File: config.mk
export PLATFORM = sky130hd
export DESIGN_NAME = perf_counter_bank
export DESIGN_NICKNAME = d
export VERILOG_FILES = /design/src/rtl/pcb_pkg.sv /design/src/rtl/pcb_event_decode.sv /design/src/rtl/pcb_counter.sv /design/src/rtl/perf_counter_bank.sv
export SDC_FILE = /design/constraint.sdc
export NUM_CORES = 1
export LEC_CHECK = 0
export BUFFER_PORTS_ARGS = -buffer_cell sky130_fd_sc_hd__buf_2
export CAP_MARGIN = 0
export CORE_MARGIN = 10
export CORE_UTILIZATION = 35
export CTS_BUF_LIST = sky130_fd_sc_hd__clkbuf_2 sky130_fd_sc_hd__clkbuf_4 sky130_fd_sc_hd__clkbuf_8
export DETAILED_ROUTE_END_ITERATION = 7
export PLACE_DENSITY = 0.54
export SYNTH_ARGS = -nofsm -noshare
export SYNTH_HDL_FRONTEND = slang
export SYNTH_SLANG_ARGS = --single-unit
File: constraint.sdc
create_clock -name clk -period 11.2 [get_ports clk]
set_input_delay 0.56 -clock clk [delete_from_list [all_inputs] [get_ports clk]]
set_output_delay 0.56 -clock clk [all_outputs]
set_load 0.1 [all_outputs]
File: src/rtl/pcb_pkg.sv
package pcb_pkg;
  localparam int NUM_CTR = 6;
  localparam int NUM_SEL = 4;
  localparam int SEL_W   = 8;

  localparam int CTL_W        = 5;
  localparam int CTL_FRZ_ALL  = 0;
  localparam int CTL_FRZ_SEL  = 1;
  localparam int CTL_FRZ_FIX  = 2;
  localparam int CTL_OVE_C1   = 3;
  localparam int CTL_OVE_REST = 4;

  localparam int ADDR_CTL = 6;
  localparam int ADDR_EVS = 7;

  typedef enum logic [1:0] {
    EV_NONE  = 2'd0,
    EV_INSN  = 2'd1,
    EV_CYCLE = 2'd2
  } ev_kind_t;
endpackage

File: src/rtl/pcb_event_decode.sv
module pcb_event_decode
  import pcb_pkg::*;
#(
  parameter int IDX = 0
) (
  input  logic [SEL_W-1:0] code,
  input  logic             run_latch,
  output ev_kind_t         kind
);
  logic is_insn, is_cyc;

  always_comb begin
    is_insn = (code == SEL_W'(8'h02));
    is_cyc  = (code == SEL_W'(8'h1E));
    if (IDX == 0) begin
      is_insn = is_insn || (code == SEL_W'(8'hFE));
      is_cyc  = is_cyc  || (code == SEL_W'(8'hF0));
    end
    if (IDX == 3) begin
      is_insn = is_insn || ((code == SEL_W'(8'hFA)) && run_latch);
    end
    if (is_insn)     kind = EV_INSN;
    else if (is_cyc) kind = EV_CYCLE;
    else             kind = EV_NONE;
  end
endmodule

File: src/rtl/pcb_counter.sv
module pcb_counter #(
  parameter int CNT_W = 32,
  parameter int INC_W = 3
) (
  input  logic             clk,
  input  logic             rst,
  input  logic             wr,
  input  logic [CNT_W-1:0] wdata,
  input  logic             adv,
  input  logic [INC_W-1:0] amt,
  input  logic             ovf_en,
  output logic [CNT_W-1:0] count,
  output logic             ovf_pulse
);
  localparam logic [CNT_W:0] THRESH = {2'b01, {(CNT_W-1){1'b0}}};

  logic [CNT_W:0] sum;
  logic           clamp;

  assign sum   = {1'b0, count} + (CNT_W+1)'(amt);
  assign clamp = ovf_en && (sum >= THRESH);

  always_ff @(posedge clk) begin
    if (rst) begin
      count     <= '0;
      ovf_pulse <= 1'b0;
    end else begin
      ovf_pulse <= 1'b0;
      if (wr) begin
        count <= wdata;
      end else if (adv) begin
        if (clamp) begin
          count     <= THRESH[CNT_W-1:0];
          ovf_pulse <= 1'b1;
        end else begin
          count <= sum[CNT_W-1:0];
        end
      end
    end
  end
endmodule

File: src/rtl/perf_counter_bank.sv
module perf_counter_bank
  import pcb_pkg::*;
#(
  parameter int CNT_W  = 32,
  parameter int RET_W  = 3,
  parameter int ADDR_W = 3
) (
  input  logic               clk,
  input  logic               rst,
  input  logic [RET_W-1:0]   retired_cnt,
  input  logic               run_latch,
  input  logic               clk_tick,
  input  logic               wr_en,
  input  logic [ADDR_W-1:0]  wr_addr,
  input  logic [CNT_W-1:0]   wr_data,
  input  logic [ADDR_W-1:0]  rd_addr,
  output logic [CNT_W-1:0]   rd_data,
  output logic [NUM_CTR-1:0] ovf_pulse
);
  localparam int EVS_USED = NUM_SEL * SEL_W;

  logic [CTL_W-1:0] ctl_q;
  logic [CNT_W-1:0] evsel_q;
  logic [CNT_W-1:0] ctr_q [NUM_CTR];
  logic             sel_any;
  logic [CNT_W-1:0] rd_mux;

  assign sel_any = (evsel_q != '0);

  always_ff @(posedge clk) begin
    if (rst) begin
      ctl_q   <= '0;
      evsel_q <= '0;
    end else if (wr_en) begin
      if (wr_addr == ADDR_W'(ADDR_CTL)) ctl_q   <= wr_data[CTL_W-1:0];
      if (wr_addr == ADDR_W'(ADDR_EVS)) evsel_q <= wr_data;
    end
  end

  for (genvar i = 0; i < NUM_CTR; i++) begin : g_ctr
    ev_kind_t         kind;
    logic             grp_on;
    logic [RET_W-1:0] amt;
    logic             adv;
    logic             ove;
    logic             wr_hit;

    if (i < NUM_SEL) begin : g_sel
      pcb_event_decode #(.IDX(i)) u_dec (
        .code      (evsel_q[EVS_USED-1-i*SEL_W -: SEL_W]),
        .run_latch (run_latch),
        .kind      (kind)
      );
      assign grp_on = !ctl_q[CTL_FRZ_SEL] && sel_any;
    end else begin : g_fix
      assign kind   = (i == NUM_SEL) ? EV_INSN : EV_CYCLE;
      assign grp_on = !ctl_q[CTL_FRZ_FIX];
    end

    assign ove    = (i == 0) ? ctl_q[CTL_OVE_C1] : ctl_q[CTL_OVE_REST];
    assign amt    = (kind == EV_INSN)  ? retired_cnt :
                    (kind == EV_CYCLE) ? RET_W'(clk_tick) : '0;
    assign adv    = !ctl_q[CTL_FRZ_ALL] && grp_on && (amt != '0);
    assign wr_hit = wr_en && (wr_addr == ADDR_W'(i));

    pcb_counter #(.CNT_W(CNT_W), .INC_W(RET_W)) u_cnt (
      .clk       (clk),
      .rst       (rst),
      .wr        (wr_hit),
      .wdata     (wr_data),
      .adv       (adv),
      .amt       (amt),
      .ovf_en    (ove),
      .count     (ctr_q[i]),
      .ovf_pulse (ovf_pulse[i])
    );
  end

  always_comb begin
    rd_mux = '0;
    for (int k = 0; k < NUM_CTR; k++) begin
      if (rd_addr == ADDR_W'(k)) rd_mux = ctr_q[k];
    end
    if (rd_addr == ADDR_W'(ADDR_CTL)) rd_mux = CNT_W'(ctl_q);
    if (rd_addr == ADDR_W'(ADDR_EVS)) rd_mux = evsel_q;
  end

  always_ff @(posedge clk) begin
    if (rst) rd_data <= '0;
    else     rd_data <= rd_mux;
  end
endmodule

Word-level counts from Yosys, hierarchy flattened
Index checks and enable logic that the tools add are counted.
{"block": "word_totals", "ff_bits": 267, "out_inout_bits": 38}
{"block": "classes", "addsub": 6, "magnitude_cmp": 6, "eq_ne": 33, "n_mux": 48, "bitwise_logic": 6, "n_reduce_logical": 50}
{"operator": "$mux W32", "n": 26}
{"operator": "$ge A33 B32 Y1 const B", "n": 6}
{"operator": "$add A32 B3 Y33", "n": 5}
{"operator": "$add A32 B1 Y33", "n": 1}
{"operator": "$eq A8 B2 Y1 const B", "n": 4}
{"operator": "$eq A8 B5 Y1 const B", "n": 4}
{"operator": "$reduce_bool A32 Y1", "n": 1}
{"operator": "$eq A3 B3 Y1 const B", "n": 8}
{"operator": "$eq A8 B8 Y1 const B", "n": 3}
{"operator": "$logic_and A1 B1 Y1", "n": 22}
{"operator": "$reduce_or A3 Y1", "n": 6}
{"operator": "$mux W2", "n": 8}
{"operator": "$reduce_bool A3 Y1", "n": 5}
{"operator": "$eq A3 B2 Y1 const B", "n": 4}
{"operator": "$mux W3", "n": 4}
{"operator": "$reduce_bool A2 Y1", "n": 6}
{"operator": "$mux W1", "n": 10}
{"operator": "$eq A2 B1 Y1 const B", "n": 4}
{"operator": "$eq A2 B2 Y1 const B", "n": 4}
{"operator": "$eq A3 B1 Y1 const B", "n": 2}
{"operator": "$logic_not A3 Y1", "n": 2}
{"operator": "$not A1 Y1", "n": 6}
{"operator": "$reduce_and A2 Y1", "n": 2}
{"operator": "$logic_not A1 Y1", "n": 3}
{"operator": "$logic_or A1 B1 Y1", "n": 3}

Depth between registers and ports, before layout
Gate-level depths: netlist of the first run.
{"block": "depth", "depth_word": 13, "ltp_mapped": 16}

Cells and area by module
From an unflattened synthesis of the first run, not the netlist that was laid out.
{"block": "hier_totals", "hier_cells": 2140, "area_unflattened_um2": 17917.2}
{"mod": "pcb_counter", "n_inst": 6, "cells_each": 259, "area_each_um2": 2184.6, "seq_area_each_um2": 660.6}
{"mod": "perf_counter_bank", "n_inst": 1, "cells_each": 552, "area_each_um2": 4546.9, "seq_area_each_um2": 1381.3}
{"mod": "pcb_event_decode at g_ctr[1].g_sel.u_dec ...", "n_inst": 2, "cells_each": 7, "area_each_um2": 61.3, "seq_area_each_um2": 0.0}
{"mod": "pcb_event_decode at g_ctr[0].g_sel.u_dec", "n_inst": 1, "cells_each": 11, "area_each_um2": 73.8, "seq_area_each_um2": 0.0}
{"mod": "pcb_event_decode at g_ctr[3].g_sel.u_dec", "n_inst": 1, "cells_each": 9, "area_each_um2": 66.3, "seq_area_each_um2": 0.0}

Worst setup path before layout of the first run
No wires, ideal clock.
{"block": "synth_timing", "path_kind": "register to register", "startpoint": "reg evsel_q[5]", "endpoint": "reg g_ctr[3].u_cnt.count[24]", "t_arrival_ns": 3.507, "required_ns": 11.138, "slack_ns": 7.631, "path_stages_with_launch": 13, "path_buffers": 1, "synth_period_minus_slack_ns": 3.569, "cell_sequence": "dfxtp_1 > or3_1 > or4_1 > nand2_1 > ha_1 > a211o_1 > or4b_4 > nor4_4 > o211ai_2 > a21o_1 > buf_6 > or4_1 > nand3_1"}
{"block": "synth_between", "elab_chain_len": 13}
{"item": "start, declared", "line_no": "perf_counter_bank.sv:23", "source": "logic [CNT_W-1:0] evsel_q;"}
{"item": "start signal, assigned", "line_no": "perf_counter_bank.sv:36", "source": "if (wr_addr == ADDR_W'(ADDR_EVS)) evsel_q <= wr_data;"}
{"item": "$eq A8 B8 Y1", "line_no": "pcb_event_decode.sv:20", "source": "is_insn = is_insn || ((code == SEL_W'(8'hFA)) && run_latch);"}
{"item": "$logic_and A1 B1 Y1", "line_no": "pcb_event_decode.sv:20"}
{"item": "$logic_or A1 B1 Y1", "line_no": "pcb_event_decode.sv:20"}
{"item": "$mux W2", "line_no": "pcb_event_decode.sv:22", "source": "if (is_insn) kind = EV_INSN;"}
{"item": "$eq A2 B2 Y1", "line_no": "perf_counter_bank.sv:62", "source": "(kind == EV_CYCLE) ? RET_W'(clk_tick) : '0;"}
{"item": "$mux W1", "line_no": "perf_counter_bank.sv:62"}
{"item": "$mux W3", "line_no": "perf_counter_bank.sv:61", "source": "assign amt = (kind == EV_INSN) ? retired_cnt :"}
{"item": "$add A32 B3 Y33", "line_no": "pcb_counter.sv:20", "source": "assign sum = {1'b0, count} + (CNT_W+1)'(amt);"}
{"item": "$ge A33 B32 Y1", "line_no": "pcb_counter.sv:21", "source": "assign clamp = ovf_en && (sum >= THRESH);"}
{"item": "$logic_and A1 B1 Y1", "line_no": "pcb_counter.sv:21"}
{"item": "$mux W32", "line_no": "pcb_counter.sv:32", "source": "if (clamp) begin"}
{"item": "$mux W32", "line_no": "pcb_counter.sv:31", "source": "end else if (adv) begin"}
{"item": "$mux W32", "line_no": "pcb_counter.sv:29", "source": "if (wr) begin"}
{"item": "end signal, assigned", "line_no": "pcb_counter.sv:30", "source": "count <= wdata;"}
{"item": "end signal, assigned", "line_no": "pcb_counter.sv:33", "source": "count <= THRESH[CNT_W-1:0];"}
{"item": "end signal, assigned", "line_no": "pcb_counter.sv:36", "source": "count <= sum[CNT_W-1:0];"}
{"item": "end, declared", "line_no": "pcb_counter.sv:12", "source": "output logic [CNT_W-1:0] count,"}
Parallel ways exist; a longest one is shown, timed or not. The select of a mux whose other input is x is not followed.
A chain may end at the register's enable or synchronous reset.

Worst setup path after layout of the first run
{"block": "layout_timing", "startpoint": "reg evsel_q[5]", "endpoint": "reg g_ctr[3].u_cnt.count[16]"}
Same word-level chain as after synthesis.

==> results.md, run 1 <==
- The flow ran to the end, and the final reports show no timing, DRC or antenna violations.
- Of all flip-flops after synthesis, the portion carrying an async set or reset was 0%.
- Data on the critical path is required at its endpoint by ~12000 ps.
- The largest stage delay on the critical path is 1030 ps.
- TritonCTS built the clock tree.
- In the global route stage, overall resource usage came out at 27.9%.
- After detailed placement, the total cell area comes to 17500 um^2.
- The cell with the largest stage delay on the worst path is sky130_fd_sc_hd__a21oi_1.
- After clock tree synthesis, the setup repair step added 0 buffers.
- The pin count of the biggest net entering global routing is between 90 and 100.
- The total overflow left after global routing is 0.
- The worst-case clock skew is 32.7 ps.
- CTS placed an instance of sky130_fd_sc_hd__clkbuf_8 at the clock tree root.
- The reported max-cap violation count is 0.
- Routability-driven placement finished with a final weighted congestion of 0.992.
- The final hold violation count is 0.
- The ratio of cells with drive above 1 in the final layout is between 10% and 20%.
- The final hold slack is 235 ps.
- The beginning of the worst hold path is rst.
- Detailed routing placed a total of 34.9 mm of wire on met2.
- The leakage power is about 6.3 nW.
- Summing every instance area after synthesis gives 16600 um^2.
- The wire length after detailed routing is between 80 and 90 mm.
- The count of pins over their slew limit was 0.
- The highest layer touched by signal routing is met5.
- The area growth from synthesis to layout is 12.2%.
- The number of flops mapped to enable cells by yosys is 0.
- The routed length on met1 is 32.7 mm.
- The starting utilization of the core area is 35.5%.
- The top-level I/O count is between 80 and 90.
- The worst reg2reg path startpoint is evsel_q[5].
- Across the VDD grid, the largest voltage drop is 0.0778 mV.
- Clock-pin slew was measured on the worst setup and hold paths at 60 ps.
- The H-tree generated during clock tree synthesis spans 2 levels.
- The largest buffer count on any clock path is 3.
- The critical path start-end classification is reg2reg.
- The classification of the worst-slack hold path is in2reg.
- The wire length of the first global-routing pass is 119 mm.
- Clock tree synthesis found a total of 267 sinks.
- Data arrives at the worst endpoint at about 5000 ps.
- Including well taps, the total number of placed cells is between 2000 and 3000.
- The non-filler instance count after layout is 2865.
- The chip width is between 200 and 250 um.
- The worst setup path is captured at a flip-flop.
- The slew at the pin closest to its max-slew limit is 1280 ps.
- The number of cells produced by synthesis is 2206.
- The sum of net half-perimeters after detailed placement is about 58 mm.
- The minimum clock period is around 4500 ps.
- The count of buffers from port buffering is just over 80.
- The cts-stage hold buffer count is 0.
- The fraction of the cycle the final worst path needs is 39.8%.
- Headroom to the max-slew limit came out at between 10% and 20%.
- Overall power consumption after layout is estimated at 0.00244 W.
- The most critical setup path has its startpoint at evsel_q[5].
- The per-instance average area after synthesis is approximately 7.5 um^2.
- The die boundary height is 238 um.
- The number of clock buffers inserted by TritonCTS is 51.
- The count of different cell masters after synthesis is 85.
- The routed via count divided by cell count is 6.64.
- The clock insertion delay at the later pin of the skew report is about 670 ps.
- The number of gates resized after CTS is 0.
- The net count after synthesis is roughly 2300.
- The DRC violation count after routing is 0.
- Once layout is done, the placed cells without fillers occupy 18600 um^2.
- Sequential cells were found to cover around a third of the synthesized design area.
- Setup total negative slack on the finished layout was measured at 0 ps.
- The first-pass iteration count of the detailed router is 6.
- Dividing the detail-routed wire length by the instance count gives 28.9 um.
- The number of antenna violations at the first check in global routing is 8.
- Summing over every cut layer, the via total after detailed routing is 19000.
- Static timing analysis puts the maximum clock frequency at 225 MHz.
- Of all nets on the critical path, the largest fanout is 14.
- The number of warnings issued by yosys is 0.
- The number of placement rows is 79.
- The synthesized design contains 267 register bits.
- The post-route antenna net violation count is 0.
- The number of DRC violations after detailed-routing iteration 0 is 2723.
- The final layout contains 2283 nets.
- The areal power density over the cells is about 130 nW/um^2.
- The core region is ~47000 um^2.
- The die covers approximately 57000 um^2.
- Setup repair after global routing left no endpoint under its margin.
- The number of setup violations in the final report is 0.
- Summed over all nets, wire length on met3 after detailed routing comes to approximately 9.4 mm.
- For this run, the leading register cell type out of synthesis is sky130_fd_sc_hd__dfxtp_1.
- The via count of the first global-routing pass came to 17200.
- STA classifies the critical path startpoint as a flip-flop.
- Traced cell by cell, the critical path runs through or3_1 > or4_1 > nand2_1 > ha_1 > a211o_1 > or4b_4 > nor4_4 > o211ai_2 > a21oi_1 > a41oi_1 > o31ai_1.
routing by layer:
metal | up-vias | GRT usage [%]
met5 | - | 0
met4 | 6 | 18.2
met3 | 256 | 5.99
met2 | 1174 | 40.9
met1 | 9174 | 36.5
li1 | 8421 | -
synthesized netlist by cell type (19+ instances only):
cell,number,area [um^2]
sky130_fd_sc_hd__a211oi_1,19,143
sky130_fd_sc_hd__a21o_1,27,203
sky130_fd_sc_hd__a21oi_1,163,816
sky130_fd_sc_hd__a221oi_1,32,280
sky130_fd_sc_hd__a22o_1,29,254
sky130_fd_sc_hd__a22oi_1,56,420
sky130_fd_sc_hd__a311oi_1,30,263
sky130_fd_sc_hd__a31oi_1,44,275
sky130_fd_sc_hd__and2_1,30,188
sky130_fd_sc_hd__and3_1,42,263
sky130_fd_sc_hd__and4_1,19,166
sky130_fd_sc_hd__clkbuf_1,134,503
sky130_fd_sc_hd__dfxtp_1,267,5350
sky130_fd_sc_hd__inv_1,26,97.6
sky130_fd_sc_hd__nand2_1,259,972
sky130_fd_sc_hd__nand3_1,89,445
sky130_fd_sc_hd__nand4_1,62,388
sky130_fd_sc_hd__nor2_1,216,811
sky130_fd_sc_hd__nor3_1,87,435
sky130_fd_sc_hd__nor4_1,31,194
sky130_fd_sc_hd__o21ai_0,157,786
sky130_fd_sc_hd__or3_1,32,200
where the power goes:
| group | leakage (nW) | switching [W] | internal (W) | total [W] |
|---|---|---|---|---|
| Combinational | 3.51 | 0.000208 | 0.0000730 | 0.000281 |
| Clock | 0.621 | 0.000483 | 0.000633 | 0.00112 |
| Sequential | 2.17 | 0.0000569 | 0.000983 | 0.00104 |
| Total | 6.30 | 0.000748 | 0.00169 | 0.00244 |
path summary, 6_finish.rpt:
| check | end | slack, ps | cells past startpoint |
|---|---|---|---|
| max reg2reg | g_ctr[3].u_cnt.count[16] | 6750 | 11 |
| min | evsel_q[2] | 230 | 2 |
| max | g_ctr[3].u_cnt.count[16] | 6750 | 11 |
| min reg2reg | evsel_q[13] | 480 | 2 |
cell families (layout without fill, tap and decap cells):
kind of cell / count (synthesis) / in the layout / synth area share, %
AO/OA/AOI/OAI: 705 / 705 / 28.7
buffers and inverters: 191 / 240 / 4.65
other: 0 / 3 / 0
multiplexers: 21 / 21 / 1.74
XOR/XNOR: 25 / 25 / 1.32
adder cells (fa/ha/maj): 22 / 22 / 1.89
AND/OR/NAND/NOR: 975 / 975 / 29.5
flip-flops: 267 / 267 / 32.2
cell type report:
type	count	area [um^2]
timing repair buffer	120	699
multi-input combinational	1748	10500
tap	607	759
clock buffer	75	982
antenna	3	7.51
fill	4857	28100
clock inverter	18	173
sequential	267	5350
inverter	27	101
placed cells by master, fill, tap and decap left out, drive strengths merged, types with 19 or more instances in the layout:
cell type and n:
dfxtp 267, nand2 259, nor2 218, a21oi 164
o21ai 158, buf 120, nand3 89, nor3 87
clkbuf 75, nand4 63, a22oi 56, a31oi 44
and3 42, nor4 33, or3 32, a221oi 32
and2 32, a311oi 31, a22o 29, inv 28
a21o 27, a211oi 19, and4 19
state kept, by name (all words and copies together), names as in the netlist:
| name | flops |
|---|---|
| g_ctr.u_cnt.count | 192 |
| evsel_q | 32 |
| rd_data | 32 |
| g_ctr.u_cnt.ovf_pulse | 6 |
| ctl_q | 5 |
stage by stage:
step	worst slack, ps	util, %
finish	6750	39.8
CTS	6830	39.8
global route	6520	39.8
global placement	6900	37.3
detailed placement	6860	37.3
floorplan	7630	-
critical path: cells and delay by family, from the launching register on:
family          cells  cell delay [ps]
simple gates        5             2040
flops               1              330
compound gates      5             1770
fa+ha+maj           1              210
Power figures use the tool's default switching activity.
==> run 2: changes to the inputs <==
Clock period 11.2 ns to 4.4 ns, I/O delays scaled along.
==> results.md, run 2 (same netlist as run 1, synthesis figures left out) <==
- The largest buffer count on any clock path is 3 (unchanged).
- The layout net count came to 2324 (+1.8%).
- The maximum clock frequency is 244 MHz (+8.9%).
- CTS placed an instance of sky130_fd_sc_hd__clkbuf_8 at the clock tree root.
- The fraction of power spent switching nets is 30.5% (-0.21 points).
- The level count of the clock H-tree was 2 (unchanged).
- The run finished with clean final reports.
- The cts-stage hold buffer count is 15 (+15).
- The clock power share is 46.4% (+0.6 points).
- The net switching power of the design is 0.00193 W (+160%).
- The area growth from synthesis to layout is 14.6%.
- The chip width is 238 um (unchanged).
- The number of clock buffers inserted by TritonCTS is 53 (+3.9%).
- The via count of the first global-routing pass is 17400 (+1.2%).
- Setup repair after global routing left no endpoint under its margin.
- The worst-case clock skew is 35.1 ps (+2.36 ps).
- The count of pins over their slew limit is 0 (unchanged).
- The critical path start-end classification is reg2reg.
- The reported max-cap violation count is 0 (unchanged).
- The hold-critical path depth is 3 (+1).
- The final RePlAce weighted congestion is 0.989 (-0.27%).
- The register with the most flip-flops in the final layout is g_ctr.u_cnt.count.
- The hold-critical path endpoint is evsel_q[23].
- The worst setup path is captured at a flip-flop.
- The worst reg2reg path startpoint is evsel_q[5].
- The final core area utilization is 40.7% (+0.85 points).
- The areal power density over the cells is 333 nW/um^2 (+150%).
- The final instance area was 19000 um^2 (+2.1%).
- The clock sink count was 267 (unchanged).
- The cell repeated most along the worst path is sky130_fd_sc_hd__or4_1.
- The total buffers and inverters traversed by the critical path is 0 (unchanged).
- The ratio of cells with drive above 1 in the final layout is 12.8% (+0.96 points).
- Tracing the worst setup path back leads to its startpoint at evsel_q[5].
- The post-detailed-route wirelength per cell came to 28.8 um (-0.29%).
- The total power is 0.00633 W (+160%).
- The number of setup violations in the final report is 0 (unchanged).
- The final hold violation count is 0 (unchanged).
- The slew at the pin closest to its max-slew limit is 1200 ps (-81.0 ps).
- The leakage power is 6.50 nW (+3.2%).
- The number of vias after detailed routing is 19100 (+0.34%).
- The number of gates resized after CTS is 0 (unchanged).
- The first-pass iteration count of the detailed router came to 7 (+1).
- The number of cells traversed by the worst register-to-register path is 11 (unchanged).
- The clock insertion delay at the later pin of the skew report is 680 ps (about the same).
- The starting utilization of the core area was 35.5% (unchanged).
- The core footprint came to 46800 um^2 (unchanged).
- The leading cell type in the layout, fill and taps excluded is sky130_fd_sc_hd__dfxtp_1.
- The cell with the largest stage delay on the worst path is sky130_fd_sc_hd__or4_1.
- The normalized max-slew margin is 20.0% (+5.4 points).
- The number of antenna violations at the first check in global routing is 3 (-5).
- The beginning of the worst hold path is wr_data[23].
- The sum of net half-perimeters after detailed placement is 58.5 mm (+1.2%).
- The share of total power in combinational logic is 11.7% (+0.2 points).
- The flip-flop count of the largest register after layout came to 192 (unchanged).
- The worst setup path is launched from a flip-flop.
- The wire length of the first global-routing pass is 121 mm (+2.1%).
- The minimum setup slack among reg-to-reg paths is 310 ps (-6440 ps).
- The critical path goes through or3_1 > or4_1 > nand2_1 > ha_1 > a211o_1 > or4b_4 > nor4_4 > o211ai_2 > a21o_1 > or4_1 > nand3_1.
- The fraction of the cycle the final worst path needs is 93.0% (+53 points).
- The clock-pin slew on the worst setup and hold paths is 60 ps (about the same).
- The leftover overflow at the end of global routing is 0 (unchanged).
- The overall die area is 56500 um^2 (unchanged).
- The kind of cell with the highest combined delay along the critical path is simple AND/OR/NAND/NOR gates.
- The routed via count divided by cell count is 6.57 (-1.0%).
- The tightest min-delay check is of the in2reg type.
- The wire length after detailed routing is 83.7 mm (+1.1%).
- The share of power burned in registers is 41.9% (-0.8 points).
- The minimum clock period came to 4090 ps (-362 ps).
- The DRC violation count after routing is 0 (unchanged).
- The top-level I/O count is 84 (unchanged).
- The pin count of the biggest net entering global routing is 92 (+1.1%).
- The worst path required time was 5010 ps (-6760 ps).
- In the layout the commonest cells are 267 x sky130_fd_sc_hd__dfxtp_1, 258 x sky130_fd_sc_hd__nand2_1, 213 x sky130_fd_sc_hd__nor2_1, 162 x sky130_fd_sc_hd__a21oi_1, 157 x sky130_fd_sc_hd__o21ai_0.
- The internal power of the cells is 0.00440 W (+160%).
- The post-route antenna net violation count is 0 (unchanged).
- The final setup TNS is 0 ps (unchanged).
- The die boundary height is 238 um (unchanged).
- TritonCTS built the clock tree.
- The largest stage delay on the critical path was 600 ps (-430 ps).
- The number of DRC violations after detailed-routing iteration 0 is 2632 (-3.3%).
- The number of placement rows is 79 (unchanged).
- The largest registers in the layout are g_ctr.u_cnt.count x192, evsel_q x32, rd_data x32.
- The critical path arrival is 4700 ps (-330 ps).
- The post-CTS repair timing setup buffer count is 0 (unchanged).
- The global router's overall resource usage is 28.5% (+0.53 points).
- The area after detailed placement is 17700 um^2 (+1.1%).
- The count of buffers from port buffering is 83 (unchanged).
- The maximum fanout encountered on the critical timing path is 20 (+6).
- The highest ir drop seen on vdd is 0.194 mV (+150%).
- The worst register-to-register path ends at g_ctr[3].u_cnt.count[24].
run 2: changes by cell type in the layout (fill, tap and decap cells not counted), moves of 5 or more:
cell and change:
sky130_fd_sc_hd__buf_4 +23, sky130_fd_sc_hd__dlygate4sd3_1 +15, sky130_fd_sc_hd__clkbuf_4 +6, sky130_fd_sc_hd__clkinv_2 -5
run 2: per-layer routing:
layer | global-route usage [%] | wire length, um | up-vias
met5 | 0 | 47 | -
met4 | 15.0 | 4710 | 6
met3 | 6.69 | 9070 | 221
met2 | 42.7 | 36000 | 1134
met1 | 37.4 | 33800 | 9268
li1 | - | - | 8467
run 2: stage by stage:
stage / hold slack (ps) / setup WS [ps] / cells
floorplan: 329 / 831 / 2206
global placement: 462 / 471 / 2793
detailed placement: 467 / 437 / 2793
CTS: 2.53 / 377 / 2904
global route: 13.6 / 138 / 2904
finish: 37.9 / 309 / 2905
run 2: cell type report:
type	count	area [um^2]
repair buffers	159	1040
multi-input cells	1748	10600
fillers	4883	27700
clock inverters	13	145
diodes	1	2.50
flip-flops and latches	267	5350
clock buffers	83	1050
well taps	607	759
inverters	27	101
run 2: how the worst max path moves through the flow:
stage | end | slack [ps] | depth (start not counted)
after floorplan | g_ctr[3].u_cnt.count[24] | 830 | 12
after global placement | g_ctr[3].u_cnt.count[24] | 470 | 11
after detailed placement | g_ctr[3].u_cnt.count[24] | 440 | 11
after CTS | g_ctr[3].u_cnt.count[24] | 380 | 11
after global routing | g_ctr[3].u_cnt.count[24] | 140 | 12
final | g_ctr[3].u_cnt.count[24] | 310 | 11
run 2: power by group through the flow:
| stage | Combinational, W | Clock [W] | Sequential (W) |
|---|---|---|---|
| 6_report | 0.000740 | 0.00294 | 0.00265 |
| 5_1_grt | 0.000769 | 0.00306 | 0.00266 |
| 4_1_cts | 0.000716 | 0.00296 | 0.00264 |
| 3_5_place_dp | 0.000703 | 0 | 0.00269 |
| 3_3_place_gp | 0.000698 | 0 | 0.00269 |
| 2_1_floorplan | 0.000367 | 0 | 0.00268 |
run 2: tightest hold or removal path, cell delays in order:
cell and delay, ps:
sky130_fd_sc_hd__buf_2 240, sky130_fd_sc_hd__nand2_1 120, sky130_fd_sc_hd__a21oi_1 60
